$ cat src/rtl/cal_alarm_pkg.sv
package cal_alarm_pkg;
  localparam int unsigned NUM_ALARMS = 2;
  localparam int unsigned NUM_FIELDS = 6;
  localparam int unsigned FLD_W      = 7;
  localparam int unsigned FA_W       = 3;
  localparam int unsigned ADDR_W     = 5;
  localparam int unsigned DATA_W     = 8;
  localparam int unsigned FLAG_LSB   = 5;
  localparam int unsigned IM_BIT     = 7;
  localparam logic [ADDR_W-1:0] CTRL_ADDR = 5'h10;
  localparam logic [ADDR_W-1:0] STAT_ADDR = 5'h11;

  typedef enum logic [FA_W-1:0] {
    F_SEC = 3'd0, F_MIN = 3'd1, F_HOUR = 3'd2,
    F_DATE = 3'd3, F_MONTH = 3'd4, F_DOW = 3'd5
  } field_e;

  // writable bits per field, bit 7 is the field enable
  function automatic logic [DATA_W-1:0] fld_mask(input int unsigned f);
    case (f)
      0, 1:    fld_mask = 8'hFF;
      2, 3:    fld_mask = 8'hBF;
      4:       fld_mask = 8'h9F;
      5:       fld_mask = 8'h87;
      default: fld_mask = 8'h00;
    endcase
  endfunction
endpackage

$ cat src/rtl/alarm_set.sv
module alarm_set
  import cal_alarm_pkg::*;
(
  input  logic                         clk_i,
  input  logic                         rst_ni,
  input  logic                         wr_i,
  input  logic [FA_W-1:0]              waddr_i,
  input  logic [DATA_W-1:0]            wdata_i,
  input  logic [FA_W-1:0]              raddr_i,
  output logic [DATA_W-1:0]            rdata_o,
  input  logic [NUM_FIELDS*FLD_W-1:0]  now_i,
  output logic                         match_o
);
  logic [DATA_W-1:0]     regs_q [NUM_FIELDS];
  logic [NUM_FIELDS-1:0] en_v;
  logic [NUM_FIELDS-1:0] eq_v;

  for (genvar f = 0; f < NUM_FIELDS; f++) begin : g_fld
    localparam logic [DATA_W-1:0] MASK = fld_mask(f);
    always_ff @(posedge clk_i or negedge rst_ni) begin
      if (!rst_ni)                                 regs_q[f] <= '0;
      else if (wr_i && waddr_i == FA_W'(f))        regs_q[f] <= wdata_i & MASK;
    end
    assign en_v[f] = regs_q[f][DATA_W-1];
    assign eq_v[f] = !en_v[f] || (regs_q[f][FLD_W-1:0] == now_i[f*FLD_W +: FLD_W]);

    AST_FIELD_WRITE: assert property (@(posedge clk_i) disable iff (!rst_ni)
      (wr_i && waddr_i == FA_W'(f)) |=> (regs_q[f] == ($past(wdata_i) & MASK)))
      else $error("field write mismatch");
  end

  assign match_o = (|en_v) && (&eq_v);

  always_comb begin
    rdata_o = '0;
    for (int f = 0; f < NUM_FIELDS; f++)
      if (raddr_i == FA_W'(f)) rdata_o = regs_q[f];
  end
endmodule

$ cat src/rtl/alarm_irq.sv
module alarm_irq
  import cal_alarm_pkg::*;
(
  input  logic                  clk_i,
  input  logic                  rst_ni,
  input  logic                  tick_i,
  input  logic [NUM_ALARMS-1:0] match_i,
  input  logic                  wr_ctrl_i,
  input  logic                  wr_stat_i,
  input  logic [DATA_W-1:0]     wdata_i,
  output logic [DATA_W-1:0]     ctrl_o,
  output logic [DATA_W-1:0]     stat_o,
  output logic                  irq_no
);
  logic [NUM_ALARMS-1:0] flags_q, en_q, set_v, clr_v;
  logic                  im_q, pulse_q;

  for (genvar n = 0; n < NUM_ALARMS; n++) begin : g_flag
    assign set_v[n] = tick_i && match_i[n];
    assign clr_v[n] = wr_stat_i && !wdata_i[FLAG_LSB+n];
    always_ff @(posedge clk_i or negedge rst_ni) begin
      if (!rst_ni)       flags_q[n] <= 1'b0;
      else if (set_v[n]) flags_q[n] <= 1'b1;   // set wins over clear
      else if (clr_v[n]) flags_q[n] <= 1'b0;
    end

    AST_FLAG_ON_TICK: assert property (@(posedge clk_i) disable iff (!rst_ni)
      $rose(flags_q[n]) |-> $past(tick_i && match_i[n]))
      else $error("flag raised without matching tick");
    AST_FLAG_STICKY: assert property (@(posedge clk_i) disable iff (!rst_ni)
      (flags_q[n] && !(wr_stat_i && !wdata_i[FLAG_LSB+n])) |=> flags_q[n])
      else $error("flag dropped without clear");
  end

  always_ff @(posedge clk_i or negedge rst_ni) begin
    if (!rst_ni) begin
      im_q    <= 1'b0;
      en_q    <= '0;
      pulse_q <= 1'b0;
    end else begin
      if (wr_ctrl_i) begin
        im_q <= wdata_i[IM_BIT];
        en_q <= wdata_i[FLAG_LSB +: NUM_ALARMS];
      end
      pulse_q <= |(set_v & ~flags_q & en_q);
    end
  end

  assign irq_no = !(im_q ? pulse_q : |(flags_q & en_q));

  always_comb begin
    ctrl_o = '0;
    stat_o = '0;
    ctrl_o[IM_BIT] = im_q;
    ctrl_o[FLAG_LSB +: NUM_ALARMS] = en_q;
    stat_o[FLAG_LSB +: NUM_ALARMS] = flags_q;
  end

  AST_PULSE_ON_RISE: assert property (@(posedge clk_i) disable iff (!rst_ni)
    (im_q && !irq_no) |-> (|(flags_q & ~$past(flags_q))))
    else $error("pulse without new flag");
  AST_LEVEL_NEEDS_FLAG: assert property (@(posedge clk_i) disable iff (!rst_ni)
    (!im_q && !irq_no) |-> (|flags_q))
    else $error("level irq without flag");
endmodule

$ cat src/rtl/cal_alarm_cmp.sv
module cal_alarm_cmp
  import cal_alarm_pkg::*;
(
  input  logic              clk_i,
  input  logic              rst_ni,
  input  logic              tick_i,
  input  logic [6:0]        now_sec_i,
  input  logic [6:0]        now_min_i,
  input  logic [5:0]        now_hour_i,
  input  logic [5:0]        now_date_i,
  input  logic [4:0]        now_month_i,
  input  logic [2:0]        now_dow_i,
  input  logic [ADDR_W-1:0] addr_i,
  input  logic              wr_en_i,
  input  logic [DATA_W-1:0] wdata_i,
  output logic [DATA_W-1:0] rdata_o,
  output logic              irq_no
);
  logic [NUM_FIELDS*FLD_W-1:0] now_flat;
  logic [NUM_ALARMS-1:0]       match_v;
  logic [DATA_W-1:0]           set_rdata [NUM_ALARMS];
  logic [DATA_W-1:0]           ctrl_rd, stat_rd;
  logic                        sel_alarm;

  assign now_flat = {4'b0, now_dow_i, 2'b0, now_month_i, 1'b0, now_date_i,
                     1'b0, now_hour_i, now_min_i, now_sec_i};
  assign sel_alarm = !addr_i[ADDR_W-1];

  for (genvar n = 0; n < NUM_ALARMS; n++) begin : g_set
    alarm_set u_set (
      .clk_i   (clk_i),
      .rst_ni  (rst_ni),
      .wr_i    (wr_en_i && sel_alarm && addr_i[FA_W] == 1'(n)),
      .waddr_i (addr_i[FA_W-1:0]),
      .wdata_i (wdata_i),
      .raddr_i (addr_i[FA_W-1:0]),
      .rdata_o (set_rdata[n]),
      .now_i   (now_flat),
      .match_o (match_v[n])
    );
  end

  alarm_irq u_irq (
    .clk_i     (clk_i),
    .rst_ni    (rst_ni),
    .tick_i    (tick_i),
    .match_i   (match_v),
    .wr_ctrl_i (wr_en_i && addr_i == CTRL_ADDR),
    .wr_stat_i (wr_en_i && addr_i == STAT_ADDR),
    .wdata_i   (wdata_i),
    .ctrl_o    (ctrl_rd),
    .stat_o    (stat_rd),
    .irq_no    (irq_no)
  );

  always_comb begin
    if (sel_alarm)                 rdata_o = set_rdata[addr_i[FA_W]];
    else if (addr_i == CTRL_ADDR)  rdata_o = ctrl_rd;
    else if (addr_i == STAT_ADDR)  rdata_o = stat_rd;
    else                           rdata_o = '0;
  end
endmodule

$ cat config.mk
export PLATFORM = sky130hd
export DESIGN_NAME = cal_alarm_cmp
export DESIGN_NICKNAME = d
export VERILOG_FILES = /design/src/rtl/cal_alarm_pkg.sv /design/src/rtl/alarm_set.sv /design/src/rtl/alarm_irq.sv /design/src/rtl/cal_alarm_cmp.sv
export SDC_FILE = /design/constraint.sdc
export NUM_CORES = 1
export LEC_CHECK = 0
export BUFFER_PORTS_ARGS = -buffer_cell sky130_fd_sc_hd__clkbuf_2
export CORE_UTILIZATION = 35
export CTS_CLUSTER_DIAMETER = 150
export DETAILED_ROUTE_END_ITERATION = 7
export SYNTH_ARGS = -nofsm -noshare
export SYNTH_HDL_FRONTEND = slang
export SYNTH_HIERARCHICAL = 1
export SYNTH_SLANG_ARGS = --single-unit
$ cat constraint.sdc
create_clock -name clk_i -period 3.2 [get_ports clk_i]
set_clock_uncertainty 0.2 [all_clocks]
set_input_delay 0.32 -clock clk_i [delete_from_list [all_inputs] [get_ports clk_i]]
set_output_delay 0.32 -clock clk_i [all_outputs]
set_load 0.05 [all_outputs]
==> results of run 1 <==
[kinds of logic (layout without fill, tap and decap cells)]
kind of cell	Yosys count	in the layout	share of synthesized area, %
buf+inv	39	93	3.89
simple gates	103	103	11.5
other cells	2	27	0.143
mux	116	116	25.2
flops	86	86	40.8
xor+xnor	65	65	10.8
compound gates	56	56	7.55
[flip-flops by register name, indices dropped and copies added (netlist names)]
signal	flops
g_set.u_set/en_v	12
u_irq/im_q	1
u_irq/en_q	2
u_irq/stat_o	2
g_set.u_set/regs_q	68
u_irq/pulse_q	1
[cells in the mapped netlist (5+ instances only)]
master / number / area share, %
sky130_fd_sc_hd__nand2_1: 17 / 1.2
sky130_fd_sc_hd__mux2i_1: 30 / 5.7
sky130_fd_sc_hd__nor2b_1: 10 / 1.2
sky130_fd_sc_hd__nor4_1: 13 / 1.5
sky130_fd_sc_hd__a211oi_1: 6 / 0.85
sky130_fd_sc_hd__o22ai_1: 9 / 1.1
sky130_fd_sc_hd__nor2_1: 17 / 1.2
sky130_fd_sc_hd__o211a_1: 5 / 0.95
sky130_fd_sc_hd__o21ai_0: 12 / 1.1
sky130_fd_sc_hd__xor2_1: 34 / 5.7
sky130_fd_sc_hd__inv_1: 9 / 0.64
sky130_fd_sc_hd__a21oi_1: 7 / 0.66
sky130_fd_sc_hd__nor3_1: 5 / 0.47
sky130_fd_sc_hd__buf_2: 8 / 0.76
sky130_fd_sc_hd__xnor2_1: 31 / 5.2
sky130_fd_sc_hd__nand4_1: 10 / 1.2
sky130_fd_sc_hd__buf_4: 13 / 1.9
sky130_fd_sc_hd__dfrtp_1: 86 / 41
sky130_fd_sc_hd__mux2_2: 80 / 17
sky130_fd_sc_hd__clkbuf_1: 9 / 0.64
[cell usage in the layout (no fill, tap or decap), drive strengths merged, types with 2 or more instances in the layout]
master	instances
dfrtp	86
mux2	81
clkbuf	71
xor2	34
xnor2	31
mux2i	30
conb	27
nor2	19
nand2	17
nor4	13
o21ai	13
nor2b	10
nand4	10
buf	10
o22ai	9
inv	9
nor3	9
a21oi	7
a211oi	6
o211a	5
mux4	5
nand2b	4
nand3	4
o221ai	4
nor3b	4
a22oi	3
o41ai	3
or4	3
and4	2
and3b	2
nand4b	2
nand3b	2
a22o	2
clkinv	2
[critical path, stage by stage]
cell and delay (ps):
sky130_fd_sc_hd__clkbuf_2 520, sky130_fd_sc_hd__nand2b_1 280, sky130_fd_sc_hd__nor2_1 80, sky130_fd_sc_hd__nor4_1 290, sky130_fd_sc_hd__o211a_1 180, sky130_fd_sc_hd__mux2i_1 100
sky130_fd_sc_hd__o22ai_1 170, sky130_fd_sc_hd__clkbuf_2 300
[final timing paths]
| path | start | to | slack (ps) |
|---|---|---|---|
| worst min-delay path | rst_ni | g_set[1].u_set/regs_q[44]$_DFFE_PN0P_ | 0.5 |
| worst min register to register | u_irq/stat_o[5]$_DFFE_PN0P_ | u_irq/stat_o[5]$_DFFE_PN0P_ | 350 |
| max in group asynchronous | rst_ni | g_set[0].u_set/regs_q[9]$_DFFE_PN0P_ | 2110 |
| worst max-delay path | addr_i[1] | rdata_o[2] | 440 |
| min in group clk_i | tick_i | u_irq/stat_o[5]$_DFFE_PN0P_ | 40 |
| worst max register to register | g_set[0].u_set/regs_q[41]$_DFFE_PN0P_ | u_irq/pulse_q$_DFF_PN0_ | 880 |
[final cells by class]
type                    count  share of cell area (%)
multi-input cells         367                    49.3
flip-flops and latches     86                    35.3
repair buffers             68                    6.20
clock buffers              13                    4.11
well taps                 184                    3.78
clock inverters             3                   0.719
inverters                   9                   0.554
[power by group]
| group | leakage, nW | switching, W | total (W) | internal (W) |
|---|---|---|---|---|
| registers | 1.09 | 0.000265 | 0.00157 | 0.00130 |
| logic | 1.56 | 0.000397 | 0.000822 | 0.000425 |
| clock network | 0.144 | 0.000421 | 0.00105 | 0.000627 |
[metal layers]
metal  wire length, um  track usage, %  share of wire (%)  vias to the layer above
li1                  -               -                  -                     1819
met1              7080            28.7                 46                     1943
met3               957            4.64                6.3                       34
met2              6830            30.6                 45                      109
met4               442            7.51                2.9                        0
met5                 0               0                  0                        -
[per-stage QoR]
step                      instance area, um^2  setup WS, ps
after detailed placement                 5800           450
after floorplan                          5360           662
after CTS                                6090           449
after global placement                   5800           531
after global routing                     6090           282
final                                    6090           441
==> summary by stage, run 1 <==
Clocking
Clock-pin slew was measured on the worst setup and hold paths at approximately 60 ps. The clock root buffer is sky130_fd_sc_hd__clkbuf_16. The number of hold-repair buffers added at the cts stage is 0. The number of gates resized after cts is 0.

The TritonCTS clock tree is built. The number of buffers on the longest clock path is 2. The number of sinks driven by the clock tree is 86. The number of setup buffers added after CTS is 0. In this run, CTS created clock tree buffers numbering 9. The level count of the clock H-tree is 3.

At the later pin of the worst-skew pair, clock insertion delay measures roughly 350 ps.

Cells and area
The finished layout holds 730 standard cells, fillers aside. Cells fill 41.8% of the core in the end. The fill cell instance count of the final layout is 1416.

The area taken by flip-flops and latches is 2150 um^2. The multi-input combinational cells in the finished layout cover a total of between 3000 and 4000 um^2. 0 antenna diodes ended up in the layout. The net count of the finished layout is 592.

The share of cells above drive strength 1 is between 30 and 40%. The area growth from synthesis to layout is 15.6%.

Global route
Entering global routing, the biggest net connects 87 pins. The first-pass GRT wire length is 23800 um. The initial antenna violation count came to 0. The number of global-route vias before repair is 4139. After global routing the overflow that remains totals 0. Across every metal layer, demand over resource in global routing totals 20.5%.

Logic synthesis
Summing every instance area after synthesis gives 5270 um^2. In the synthesized netlist the dominant register cell turns out to be sky130_fd_sc_hd__dfrtp_1. The number of synthesized register bits is 86. Synthesis instantiated between 40 and 50 different standard cells from the library. The sequential fraction of the synthesis area is 40.8%. In the synthesized netlist, the number of instances is 467. Counting flops with a built-in enable in the synthesized netlist gives 0. The average instance in the mapped netlist occupies 11.3 um^2. The share of synthesized flip-flops with an asynchronous set or reset is 100%. During synthesis, Yosys emitted a total of 6 warnings.

STA
The smallest clock period supported by the final layout is computed as 2760 ps. The number of failing hold endpoints at the final stage is 0. The achievable clock frequency is 0.362 GHz. Hold is met by around 0.5 ps. Setup repair after global routing left no endpoint under its margin. The setup TNS is 0 ps.

Setup violations remaining at the end of the flow were counted as 0. The max-slew violation total from the final report is 0. Measured against its own limit, the worst slew margin works out to between 20% and 30%. The worst path uses 86.2% of the clock period. The measured slew at the worst slew-check pin is 1110 ps.

Worst setup path
For the worst setup path, the data arrival time is 2240 ps. Counting cells, the worst reg-to-reg path comes to 7. STA classifies the critical path startpoint as a primary input. The critical path data required time is 2680 ps. The largest driver fanout on the critical path is 35. STA classifies the critical path endpoint as an output pin. The category of the most critical setup path is in2out.

Power
After layout, the design draws a total of 0.00344 W. The ratio of total power to cell area is 564 nW/um^2. Summed over all cells, the static leakage comes to ~2.8 nW. The peak supply drop is about 0.00026 V.

Detailed routing
For this run, design rule violations remaining after detail routing come to 0. Wires add up to 15300 um. Before antenna repair, the detailed router went through 4 iterations. The count of antenna-violating nets left after detailed routing is 0.

Dividing the detail-routed via count by the number of cells gives between 5 and 6. For this block, the initial DRC count from the detailed router was 163. The final route contains 3905 vias. In the final routed layout, each cell accounts on average for 21.0 um.

Worst hold path
The worst hold path belongs to the class in2async.

Floorplanning
For this configuration, the core starts out at a cell density of 36.1%. The width of the chip is around 120 um. The total die area is 15500 um^2. Row generation in the floorplan step produced 44 rows. The total area inside the core boundary comes to 14600 um^2. The die boundary height is 125 um.

60 I/O pins were placed.

Status
The run finished with clean final reports.

Placement
During placement, the flow inserted port buffers numbering 59. The estimated wirelength of the detail-placed design is 11600 um. Routability-driven placement finished with a final weighted congestion of around 0.90.

Counting tap cells, the placed design contains a total of 714 instances.

Run
The reported max-cap violation count is 0.
(Power assumes the default switching activity.)
==> run 2, diff against run 1 <==
Settings changed: SYNTH_HIERARCHICAL 1 to not set.
==> summary by stage, run 2 <==
Clocking
The number of buffers on the longest clock path is 2 (unchanged). The clock-pin slew reported for the worst setup and hold paths after clock tree synthesis came to 60 ps (about the same). CTS placed an instance of sky130_fd_sc_hd__clkbuf_16 at the clock tree root. The number of sinks driven by the clock tree was 86 (unchanged).

The number of gates resized after cts is 0 (unchanged). The clock network latency to the later pin of the worst-skew pair was 340 ps (about the same). The number of hold-repair buffers added at the cts stage is 0 (unchanged). The number of setup buffers added after CTS came to 0 (unchanged). The TritonCTS clock tree is built. The level count of the clock H-tree came to 3 (unchanged).

The number of CTS-inserted buffers is 9 (unchanged).

Worst setup path
The kind of launch point of the worst setup path is a register. The critical path is of the reg2out type. The largest driver fanout on the critical path is 3 (-91%). The sum of buffers and inverters on the critical path came to 1 (-1). The arrival time at the worst endpoint is 2090 ps (-150 ps).

For this design, the slowest cell found on the critical path is sky130_fd_sc_hd__mux4_1. STA classifies the critical path endpoint as an output pin. Walking the worst path, the cells encountered are mux4_1, o2bb2ai_1, a2111oi_0, a221o_1, clkbuf_2.

Broken down by cell family, the worst path's largest delay share belongs to compound AO/OA/AOI/OAI gates. The count of cells along the worst register-to-register path is 5 (-2). The critical path depth came to 5 (-3).

The critical path data required time is 2680 ps (about the same). The stage delay of the slowest cell on the critical path was 540 ps (+20 ps).

Placement
The estimated wirelength of the detail-placed design came to 10500 um (-9.2%). The routability congestion estimate is 0.871 (-3.1%). The quantity of I/O buffers inserted on ports is 59 (unchanged). The placed instance count is 638 (-11%).

STA
The minimum clock period was 2610 ps (-148 ps). The measured slew at the worst slew-check pin is 1110 ps (-6.90 ps). The number of failing hold endpoints at the final stage is 0 (unchanged).

Setup repair after global routing left no endpoint under its margin. The share of the clock period used by the worst path is 81.6% (-4.6 points). The headroom to the max-slew limit is 26.3% (+0.46 points). The setup TNS is 0 ps (unchanged).

The achievable clock frequency is 0.383 GHz (+5.7%). The setup-violating endpoint count in the final report is 0 (unchanged). The max-slew violation total from the final report is 0 (unchanged).

Logic synthesis
When the netlist entered floorplanning its net count stood at 468. The summed instance area of the synthesized netlist was 4970 um^2 (-5.7%). The share of synthesized flip-flops with an asynchronous set or reset is 100% (unchanged).

The number of cells produced by synthesis is 417 (-11%). The number of synthesized register bits was 86 (unchanged). The count of unique library cells instantiated by Yosys came to 49 (+2.1%). In the post-synthesis netlist, the biggest area contributors are sky130_fd_sc_hd__dfrtp_1 43%, sky130_fd_sc_hd__mux2_2 19%, sky130_fd_sc_hd__xnor2_1 7.2%. The top-area cell type share of the netlist area is 43.3% (+2.5 points). The primary flip-flop cell chosen by synthesis mapping is sky130_fd_sc_hd__dfrtp_1. sky130_fd_sc_hd__dfrtp_1 takes more of the synthesized area than any other cell.

The sequential fraction of the synthesis area is 43.3% (+2.5 points). The count of yosys warnings during synthesis is 0 (-6). Sorting the synthesized cells by how often they occur yields 86 x sky130_fd_sc_hd__dfrtp_1, 85 x sky130_fd_sc_hd__mux2_2, 41 x sky130_fd_sc_hd__xnor2_1, 27 x sky130_fd_sc_hd__xor2_1, 18 x sky130_fd_sc_hd__nand2_1. The mean area per synthesized cell came to 11.9 um^2 (+5.6%). In the post-synthesis netlist, the cell with the most instances is sky130_fd_sc_hd__dfrtp_1. The number of flops mapped to enable cells by yosys is 0 (unchanged).

Cells and area
The footprint of the multi-input gates is 2690 um^2 (-11%). The number of antenna diodes is 0 (unchanged). The most flop-heavy register is g_set.u_set.regs_q. The net count of the finished layout was 520 (-12%).

The fill cell instance count of the final layout is 1366 (-3.5%). The number of flip-flops in the largest register came to 68 (unchanged). The number of non-filler instances in the completed layout came to 654 (-10%).

Leaving out fill and tap cells, the most frequent cell in the layout is sky130_fd_sc_hd__dfrtp_1. The area taken by flip-flops and latches is 2150 um^2 (unchanged). The area growth from synthesis to layout is 14.7%. The share of cells above drive strength 1 came to 35.2% (+3.0 points). The top cell types in the final layout, fill and taps aside, are 86 x sky130_fd_sc_hd__dfrtp_1, 85 x sky130_fd_sc_hd__mux2_2, 58 x sky130_fd_sc_hd__clkbuf_2, 41 x sky130_fd_sc_hd__xnor2_1, 27 x sky130_fd_sc_hd__xor2_1.

Detailed routing
The total detailed-routing wirelength is 13800 um (-10%). The violation count after the first detailed-route iteration is 218 (+34%). The count of unresolved DRC violations after routing is 0 (unchanged).

The number of iterations in the first detailed-routing pass is 4 (unchanged). The overall via count from detail_route is 3516 (-10%). The count of antenna-violating nets left after detailed routing is 0 (unchanged). The routed via count divided by cell count is 5.38 (+0.50%). The average wire per standard cell was 21.1 um (+0.38%).

Floorplanning
The die boundary height came to 121 um (-2.8%). The top-level port count is 60 (unchanged). The initial standard-cell utilization of the core is 35.8% (-0.31 points). The width of the chip is 121 um (-2.8%).

The total die area was 14700 um^2 (-5.6%). The placement row count is 43 (-2.3%). The area inside the core boundary is 13900 um^2 (-4.9%).

Global route
The first-pass GRT wire length is 21400 um (-10%). The number of global-route vias before repair was 3595 (-13%). The all-layer global routing usage is 20.1% (-0.35 points). The pin count of the biggest net entering global routing was 87 (unchanged). The final global-route overflow total is 0 (unchanged).

The initial antenna violation count came to 0 (unchanged).

Worst hold path
The kind of path behind the tightest hold check is in2async.

Power
The peak supply drop is 0.000231 V (-13%). The ratio of total power to cell area is 595 nW/um^2 (+5.6%). The static leakage power is 2.52 nW (-9.9%).

Status
The flow ran to the end, and the final reports show no timing, DRC or antenna violations.

Run
The reported max-cap violation count is 0 (unchanged).
==> run 2: cell count changes after synthesis, moves of 5 or more <==
cell	before	now
sky130_fd_sc_hd__buf_4	13	2
sky130_fd_sc_hd__xnor2_1	31	41
sky130_fd_sc_hd__inv_1	9	2
sky130_fd_sc_hd__mux2i_1	30	16
sky130_fd_sc_hd__o211a_1	5	0
sky130_fd_sc_hd__mux2_2	80	85
sky130_fd_sc_hd__a21oi_1	7	12
sky130_fd_sc_hd__o22ai_1	9	0
sky130_fd_sc_hd__xor2_1	34	27
sky130_fd_sc_hd__nor4_1	13	0
sky130_fd_sc_hd__o31ai_1	0	8
sky130_fd_sc_hd__nor2_1	17	10
==> run 2: path summary, 6_finish.rpt <==
check | from | end | slack (ps)
min reg2reg | g_set[0].u_set.regs_q[11]$_DFFE_PN0P_ | g_set[0].u_set.regs_q[11]$_DFFE_PN0P_ | 360
min | rst_ni | g_set[0].u_set.regs_q[45]$_DFFE_PN0P_ | 2
max reg2reg | g_set[0].u_set.regs_q[46]$_DFFE_PN0P_ | u_irq.pulse_q$_DFF_PN0_ | 1030
max in group asynchronous | rst_ni | g_set[0].u_set.en_v[4]$_DFFE_PN0P_ | 2110
min in group clk_i | tick_i | u_irq.stat_o[5]$_DFFE_PN0P_ | 70
max | g_set[0].u_set.regs_q[37]$_DFFE_PN0P_ | rdata_o[5] | 590
==> run 2: per-layer routing <==
layer / vias up / global-route usage, % / part of all wire, %
met4: 0 / 7.56 / 2.2
met5: - / 0 / 0
li1: 1634 / - / -
met2: 102 / 31.2 / 46
met3: 17 / 4.18 / 5.7
met1: 1763 / 27.5 / 46
==> run 2: cell type report <==
class,instances,share of cell area (%)
Inverter,3,0.198
Sequential cell,86,37.8
Tap cell,180,3.95
Multi-Input combinational cell,307,47.2
Clock inverter,3,0.746
Timing Repair Buffer,62,5.62
Clock buffer,13,4.57
==> run 2: power by group <==
part	switching [W]	total, W	internal, W
clock network	0.000415	0.00106	0.000647
logic	0.000379	0.000789	0.000410
registers	0.000244	0.00154	0.00130
total	0.00104	0.00339	0.00235
==> run 2: cell families after synthesis <==
group | after synthesis | share of synthesized area [%]
flops | 86 | 43.3
xor+xnor | 68 | 12.0
mux | 108 | 26.0
simple gates | 75 | 8.51
compound gates | 56 | 7.55
buf+inv | 24 | 2.62
==> run 2: worst register-to-register path, cell delays in order, from the launching register on <==
cell                       delay, ps
sky130_fd_sc_hd__dfrtp_1         410
sky130_fd_sc_hd__xnor2_1         240
sky130_fd_sc_hd__nand4_1         120
sky130_fd_sc_hd__o41ai_1         420
sky130_fd_sc_hd__o311ai_0        340
sky130_fd_sc_hd__o32ai_1         350
==> run 2: metrics by stage <==
step / hold slack, ps / instance area [um^2] / total power (W) / util (%) / worst slack, ps
after global routing: 80.1 / 5700 / 0.00355 / 41.1 / 420
final: 1.84 / 5700 / 0.00339 / 41.1 / 589
after global placement: 334 / 5400 / 0.00233 / 38.9 / 610
after CTS: 37.9 / 5700 / 0.00342 / 41.1 / 586
after floorplan: -176 / 4970 / 0.00205 / - / 448
after detailed placement: 341 / 5400 / 0.00235 / 38.9 / 610
